$ cat src/rtl/ccadv_pkg.sv
package ccadv_pkg;
  localparam int unsigned DEF_NUM_HW = 3;
  localparam int unsigned DEF_CNT_W  = 32;
  localparam int unsigned DEF_REQ_W  = 16;

  function automatic int unsigned peer_total(input int unsigned num_hw, input bit use_sw);
    return num_hw + (use_sw ? 1 : 0);
  endfunction
endpackage

$ cat src/rtl/ccadv_sw_agent.sv
module ccadv_sw_agent #(
  parameter int unsigned REQ_W = ccadv_pkg::DEF_REQ_W
) (
  input  logic             clk,
  input  logic             rst,
  input  logic             load,
  input  logic [REQ_W-1:0] count,
  input  logic             edge_en,
  output logic             rdy
);
  logic [REQ_W-1:0] remain_q;

  always_ff @(posedge clk) begin
    if (rst) begin
      remain_q <= '0;
    end else if (load) begin
      remain_q <= count;
    end else if (edge_en && remain_q != '0) begin
      remain_q <= remain_q - 1'b1;
    end
  end

  assign rdy = (remain_q != '0);


  sw_decrement_chk: assert property (@(posedge clk) disable iff (rst)
    (!$past(rst) && !$past(load) && $past(edge_en) && $past(remain_q) != '0)
      |-> remain_q == $past(remain_q) - 1'b1);

  sw_reload_chk: assert property (@(posedge clk) disable iff (rst)
    load |=> remain_q == $past(count));

  sw_cancel_chk: assert property (@(posedge clk) disable iff (rst)
    (load && count == '0) |=> !rdy);
endmodule

$ cat src/rtl/ccadv_ready_join.sv
module ccadv_ready_join #(
  parameter int unsigned NUM_PEERS = 4
) (
  input  logic                 clk,
  input  logic                 rst,
  input  logic [NUM_PEERS-1:0] rdy_vec,
  output logic                 edge_en
);
  logic all_rdy;
  assign all_rdy = &rdy_vec;

  always_ff @(posedge clk) begin
    if (rst) edge_en <= 1'b0;
    else     edge_en <= all_rdy & ~edge_en;
  end


  join_all_ready_chk: assert property (@(posedge clk) disable iff (rst)
    (!$past(rst) && edge_en) |-> $past(&rdy_vec));

  join_no_back_to_back_chk: assert property (@(posedge clk) disable iff (rst)
    edge_en |=> !edge_en);
endmodule

$ cat src/rtl/ccadv_edge_tally.sv
module ccadv_edge_tally #(
  parameter int unsigned CNT_W = ccadv_pkg::DEF_CNT_W
) (
  input  logic             clk,
  input  logic             rst,
  input  logic             edge_en,
  output logic [CNT_W-1:0] tally
);
  always_ff @(posedge clk) begin
    if (rst)          tally <= '0;
    else if (edge_en) tally <= tally + 1'b1;
  end


  tally_step_chk: assert property (@(posedge clk) disable iff (rst)
    (!$past(rst) && $past(edge_en)) |-> tally == $past(tally) + 1'b1);

  tally_hold_chk: assert property (@(posedge clk) disable iff (rst)
    (!$past(rst) && !$past(edge_en)) |-> $stable(tally));
endmodule

$ cat src/rtl/ccadv_arbiter.sv
module ccadv_arbiter #(
  parameter int unsigned NUM_HW = ccadv_pkg::DEF_NUM_HW,
  parameter int unsigned CNT_W  = ccadv_pkg::DEF_CNT_W,
  parameter int unsigned REQ_W  = ccadv_pkg::DEF_REQ_W,
  parameter bit          USE_SW = 1'b1
) (
  input  logic              clk,
  input  logic              rst,
  input  logic [NUM_HW-1:0] hw_rdy,
  input  logic              sw_load,
  input  logic [REQ_W-1:0]  sw_count,
  output logic              sw_rdy,
  output logic              edge_en,
  output logic [CNT_W-1:0]  edge_count
);
  localparam int unsigned NUM_PEERS = ccadv_pkg::peer_total(NUM_HW, USE_SW);

  logic [NUM_PEERS-1:0] rdy_vec;

  generate
    if (USE_SW) begin : g_sw
      ccadv_sw_agent #(.REQ_W(REQ_W)) u_sw (
        .clk(clk), .rst(rst), .load(sw_load), .count(sw_count),
        .edge_en(edge_en), .rdy(sw_rdy)
      );
      assign rdy_vec = {sw_rdy, hw_rdy};
    end else begin : g_no_sw
      assign sw_rdy  = 1'b0;
      assign rdy_vec = hw_rdy;
    end
  endgenerate

  ccadv_ready_join #(.NUM_PEERS(NUM_PEERS)) u_join (
    .clk(clk), .rst(rst), .rdy_vec(rdy_vec), .edge_en(edge_en)
  );

  ccadv_edge_tally #(.CNT_W(CNT_W)) u_tally (
    .clk(clk), .rst(rst), .edge_en(edge_en), .tally(edge_count)
  );


  arb_blocked_chk: assert property (@(posedge clk) disable iff (rst)
    (!(&hw_rdy) || !sw_rdy) |=> !edge_en);

  arb_reset_chk: assert property (@(posedge clk)
    rst |=> (!edge_en && edge_count == '0));
endmodule

$ cat config.mk
export PLATFORM = sky130hd
export DESIGN_NAME = ccadv_arbiter
export DESIGN_NICKNAME = d
export VERILOG_FILES = /design/src/rtl/ccadv_pkg.sv /design/src/rtl/ccadv_sw_agent.sv /design/src/rtl/ccadv_ready_join.sv /design/src/rtl/ccadv_edge_tally.sv /design/src/rtl/ccadv_arbiter.sv
export SDC_FILE = /design/constraint.sdc
export NUM_CORES = 1
export LEC_CHECK = 0
export BUFFER_PORTS_ARGS = -buffer_cell sky130_fd_sc_hd__buf_2
export CAP_MARGIN = 20
export CORE_MARGIN = 10
export CORE_UTILIZATION = 54
export CTS_CLUSTER_DIAMETER = 200
export DETAILED_ROUTE_END_ITERATION = 12
export MAX_ROUTING_LAYER = met4
export PLACE_DENSITY = 0.84
export SKIP_LAST_GASP = 1
export SLEW_MARGIN = 5
export SYNTH_ARGS = -nofsm -noshare
export SYNTH_HDL_FRONTEND = slang
export SYNTH_HIERARCHICAL = 1
export SYNTH_SLANG_ARGS = --single-unit
export TNS_END_PERCENT = 30
$ cat constraint.sdc
create_clock -name clk -period 2.6 [get_ports clk]
set_input_delay 0.78 -clock clk [delete_from_list [all_inputs] [get_ports clk]]
set_output_delay 0.78 -clock clk [all_outputs]
set_load 0.05 [all_outputs]
==> impl_metrics.json, run 1 <==
{
  "dieHeight_um": 88.7,
  "netlist_area_um2": 2550,
  "grt_pass1_wl_mm": 10.7,
  "synth_area_leaders": "dfxtp_1 38%, nor2_1 5.9%, xnor2_1 4.1%",
  "rows": 24,
  "slew_violations": 0,
  "critPathCaptureType": "primary output",
  "critPathArrivalTime_ns": 1.77,
  "period_minus_slack_ns": 2.55,
  "synth_edf_count": 0,
  "grt_max_degree": 34,
  "vias_per_cell": 5.69,
  "drtAntennaViolNets": 0,
  "finalWirelength_mm": 6.40,
  "synth_top_area_share_pct": 38.5,
  "area_delta_synth_final_pct": 21.5,
  "wl_per_cell_um": 15.4,
  "dieArea_um2": 7870,
  "cp_num_buf_inv": 2,
  "r2r_cells": 11,
  "worstPathRequired_ns": 1.82,
  "status": "complete, no violations",
  "yosysWarnings": 6,
  "crit_slowest_cell": "or4_4",
  "start_util_pct": 57.0,
  "via_count": 2367,
  "fin_worst_skew_ns": 0.0110,
  "max-vdd-ir-drop_mv": 0.299,
  "synthArstFlopShare_pct": 0,
  "finalSetupViolations": 0,
  "min_path_type": "reg -> reg",
  "syn_nets": 325,
  "p_leak_uw": 0.00126,
  "core_area_um2": 4470,
  "gp_congestion": 0.876,
  "syn_area_per_cell_um2": 8.47,
  "crit_fanout": 3,
  "crit_type": "reg -> out",
  "diodes": 0,
  "cts.clk_slew.worst_paths_ns": 0.09,
  "layout.cells.most_common": "buf_2",
  "power_density_nw_per_um2": 497,
  "dpl_cell_area_um2": 2860,
  "dieWidth_um": 88.7,
  "drt_iter0_drc": 200,
  "fin_nets": 387,
  "synth_cell_type_count": 47,
  "root_buffer": "clkbuf_8",
  "fin_util_pct": 69.2,
  "synth_seq_cells": 49,
  "pin_count": 56,
  "drt_first_pass_iters": 4,
  "synth_top_area_cell": "dfxtp_1",
  "holdWs_ns": 0.511,
  "worstMarginPinSlew_ns": 0.638,
  "fmax_mhz": 391,
  "cp_top_family": "simple AND/OR/NAND/NOR gates",
  "clock_path_buffers": 2,
  "synthesis.instances": 301,
  "numCtsBuffers": 5,
  "finalCritPeriodShare_pct": 98.2,
  "drc": 0,
  "grtUsageTotal_pct": 17.1,
  "drive_gt1_share_pct": 31.6,
  "cts_tree": "built",
  "critPathLaunchType": "flip-flop",
  "slew_headroom_pct": 57.4,
  "grt_pass1_vias": 2301,
  "synth_flop_cell": "dfxtp_1",
  "rsz0062_at_grt": "yes",
  "maxCapViolCount": 0,
  "final_cell_mix": "54 x buf_2, 44 x dfxtp_1, 40 x nor2_1, 16 x nor3_1, 16 x buf_4",
  "io_buffers": 55,
  "cts.sinks": 49,
  "holdPathStages": 2,
  "cp.depth": 4,
  "max_stage_delay_ns": 0.56,
  "place_hpwl_mm": 4.49,
  "postCtsHoldBufs": 0,
  "clock_latency_ns": 0.31,
  "fin_area_um2": 3100,
  "ys_seq_area_share_pct": 38.5,
  "crit_chain": "or4_4 -> nor4_4 -> inv_2 -> buf_8",
  "hold_viol_final": 0,
  "htree_levels": 2,
  "antenna_found_initial": 0,
  "overflow": 0
}
worst reg2reg max path, delay by kind of cell (launching register included):
kind            cells  cell delay, ns
compound gates      3            0.46
flops               1            0.33
buf+inv             6            0.73
simple gates        2            0.90
through the flow:
step | setup slack [ns] | instances | total power [uW] | setup TNS, ns
2_1_floorplan | 0.129 | 301 | 903 | 0
3_3_place_gp | 0.174 | 398 | 942 | 0
3_5_place_dp | 0.131 | 398 | 947 | 0
4_1_cts | -0.0315 | 414 | 1530 | -0.0315
5_1_grt | -0.00978 | 416 | 1590 | -0.00978
6_report | 0.0456 | 416 | 1540 | 0
power breakdown:
group | switching (uW) | internal [uW]
registers | 18.9 | 770
logic | 89.9 | 79.1
clock network | 268 | 313
total | 377 | 1160
cell usage after synthesis (2+ instances only):
master / number
a211oi_1: 9
a21oi_1: 13
a311oi_1: 2
and3_1: 2
and4_1: 3
buf_2: 2
clkbuf_1: 12
dfxtp_1: 49
ha_1: 2
inv_1: 10
mux2_1: 2
mux2_2: 9
mux2i_1: 3
nand2_1: 15
nand3_1: 11
nand4_1: 10
nor2_1: 40
nor2b_1: 10
nor3_1: 16
nor4_1: 8
nor4_4: 2
o21ai_0: 8
o31ai_1: 4
or2_2: 4
or3_1: 6
or3_2: 4
or4_1: 5
or4_4: 2
xnor2_1: 12
xor2_1: 9
cells by family after synthesis:
| logic type | after synthesis | synth area share [%] |
|---|---|---|
| DFF | 49 | 38.5 |
| and+or+nand+nor | 147 | 32.6 |
| AOI/OAI and AO/OA | 41 | 10.3 |
| adders and majority gates | 2 | 0.982 |
| buffers and inverters | 27 | 4.37 |
| muxes | 14 | 6.04 |
| xor gates and xnor gates | 21 | 7.22 |
metal layers:
layer	GRT usage, %	share of wire (%)
met2	27.3	48
met1	20.7	44
met5	-	0
met3	4.87	6.6
met4	4.55	0.92
area by class of cell:
| type | instances | area (um^2) |
|---|---|---|
| multi-input cells | 225 | 1480 |
| fillers | 350 | 1380 |
| flip-flops and latches | 49 | 987 |
| repair buffers | 71 | 405 |
| clock buffers | 6 | 82.6 |
| well taps | 52 | 65.1 |
| inverters | 11 | 41.3 |
| clock inverters | 2 | 37.5 |
path summary, 6_finish.rpt:
check	start	end	slack, ns
setup / recovery	g_sw.u_sw/remain_q[8]	sw_rdy	0.05
setup reg to reg	g_sw.u_sw/remain_q[8]	g_sw.u_sw/remain_q[13]	0.08
hold reg to reg	g_sw.u_sw/remain_q[8]	g_sw.u_sw/remain_q[8]	0.51
hold / removal	g_sw.u_sw/remain_q[8]	g_sw.u_sw/remain_q[8]	0.51
sequential cells by signal, summed over array words and instances (netlist names):
name,flops
u_tally/tally,32
g_sw.u_sw/remain_q,16
u_join/edge_en,1
what timing repair did:
action                                 4_1_cts  5_1_grt
setup endpoints to repair                    1        5
gates resized for setup                     10        4
endpoints found under the hold margin        0        0
gates cloned                                 0        0
buffers inserted                             8        2
pin swaps                                    2        2
Power figures use the tool's default switching activity.
==> run 2, diff against run 1 <==
--- a/config.mk
+++ b/config.mk
@@ -12,7 +12,7 @@
 export CTS_CLUSTER_DIAMETER = 200
 export DETAILED_ROUTE_END_ITERATION = 12
 export MAX_ROUTING_LAYER = met4
-export PLACE_DENSITY = 0.84
+export PLACE_DENSITY = 0.79
 export SKIP_LAST_GASP = 1
 export SLEW_MARGIN = 5
 export SYNTH_ARGS = -nofsm -noshare
==> impl_metrics.json, run 2 (synthesized netlist as in run 1, its figures left out) <==
{
  "critPathLaunchType": "flip-flop",
  "numCtsBuffers": 5,
  "cts.sinks": 49,
  "start_util_pct": 57.0,
  "crit_type": "reg -> out",
  "drt_iter0_drc": 126,
  "regMostFlops": "u_tally/tally",
  "crit_slowest_cell": "or4_4",
  "crit_fanout": 5,
  "min_path_type": "reg -> reg",
  "dieArea_um2": 7870,
  "grt_pass1_wl_mm": 10.3,
  "clock_path_buffers": 2,
  "crit_chain": "or4_4 -> nor4_4 -> inv_2 -> buf_8",
  "drive_gt1_share_pct": 29.9,
  "power_density_nw_per_um2": 485,
  "cp_num_buf_inv": 2,
  "grt_max_degree": 36,
  "place_hpwl_mm": 4.48,
  "io_buffers": 55,
  "layout.cells.most_common": "buf_2",
  "nFillCells": 378,
  "max_stage_delay_ns": 0.58,
  "gp_congestion": 0.890,
  "overflow": 0,
  "reg_top3": "u_tally/tally: 32 flops, g_sw.u_sw/remain_q: 16 flops, u_join/edge_en: 1 flops",
  "wl_per_cell_um": 15.0,
  "finalWirelength_mm": 6.13,
  "fin_util_pct": 67.9,
  "rows": 24,
  "hold_viol_final": 0,
  "drc": 0,
  "grtUsageTotal_pct": 16.5,
  "cts.clk_slew.worst_paths_ns": 0.09,
  "fmax_mhz": 389,
  "dieHeight_um": 88.7,
  "diodes": 0,
  "finalSetupViolations": 0,
  "dp.cells": 398,
  "pin_count": 56,
  "worstPathRequired_ns": 1.82,
  "cts_tree": "built",
  "maxCapViolCount": 0,
  "period_minus_slack_ns": 2.57,
  "root_buffer": "clkbuf_8",
  "critPathCaptureType": "primary output",
  "finalCritPeriodShare_pct": 98.8,
  "htree_levels": 2,
  "area_delta_synth_final_pct": 19.2,
  "critPathArrivalTime_ns": 1.79,
  "antenna_found_initial": 0,
  "final_cell_mix": "54 x buf_2, 46 x dfxtp_1, 40 x nor2_1, 16 x nor3_1, 15 x nand2_1",
  "clock_latency_ns": 0.30,
  "dieWidth_um": 88.7,
  "core_area_um2": 4470,
  "max-vdd-ir-drop_mv": 0.276,
  "rsz0062_at_grt": "yes",
  "slew_headroom_pct": 58.6,
  "fin_nets": 382,
  "grt_pass1_vias": 2201,
  "p_leak_uw": 0.00123,
  "vias_per_cell": 5.71,
  "worstMarginPinSlew_ns": 0.621,
  "via_count": 2340,
  "status": "complete, no violations",
  "fin_area_um2": 3040,
  "stdcell_count": 410,
  "multi_input_area_um2": 1480,
  "drtAntennaViolNets": 0,
  "largest_reg_flops": 32,
  "dpl_cell_area_um2": 2860,
  "slew_violations": 0,
  "drt_first_pass_iters": 4,
  "fin_worst_skew_ns": 0.00754,
  "seqCellArea_um2": 985,
  "postCtsHoldBufs": 0,
  "cp_top_family": "simple AND/OR/NAND/NOR gates"
}
## run 2: worst reg2reg max path: cells and delay by family (launching register included)
kind	cells	cell delay, ns
AND/OR/NAND/NOR	3	1.14
flip-flops	1	0.34
AO/OA/AOI/OAI	1	0.25
buffers and inverters	1	0.16
XOR/XNOR	1	0.15
## run 2: timing repair
action	in CTS	in global routing
buffers inserted	4	1
gates resized for setup	10	2
endpoints found under the setup margin	1	1
pin swaps	2	2
## run 2: layout make-up
class                   count  area share (%)
multi-input cells         225            48.6
clock inverters             2            1.15
repair buffers             66            12.1
clock buffers               5            2.26
well taps                  52            2.14
inverters                  11            1.36
flip-flops and latches     49            32.4
## run 2: metal layers
layer	up-vias	global-route usage [%]	part of all wire (%)
met3	7	3.77	6.1
met1	1091	20.4	45
li1	1186	-	-
met4	0	5.29	1.2
met2	56	25.9	48
met5	-	-	0
## run 2: path summary, 6_finish.rpt
check                           slack (ns)                     to  cells after the start             startpoint
worst min-delay path                  0.51      u_tally/tally[22]                      2      u_tally/tally[22]
worst max-delay path                  0.03                 sw_rdy                      4  g_sw.u_sw/remain_q[8]
worst max register to register        0.47  g_sw.u_sw/remain_q[6]                      6  g_sw.u_sw/remain_q[8]
worst min register to register        0.51      u_tally/tally[22]                      2      u_tally/tally[22]
## run 2: through the flow
step | TNS, ns | hold WS [ns] | setup slack, ns | total power, uW
after global placement | 0 | 0.476 | 0.168 | 943
final | 0 | 0.510 | 0.0302 | 1470
after floorplan | 0 | 0.479 | 0.129 | 903
after CTS | -0.0255 | 0.503 | -0.0255 | 1480
after global routing | -0.0476 | 0.547 | -0.0476 | 1540
after detailed placement | 0 | 0.488 | 0.127 | 946
## run 2: where the power goes
part | internal (uW) | leakage [uW] | switching, uW
sequential | 769 | 0.000400 | 18.0
clock | 280 | 0.0000540 | 245
combinational | 74.6 | 0.000781 | 86.5
total | 1120 | 0.00123 | 349
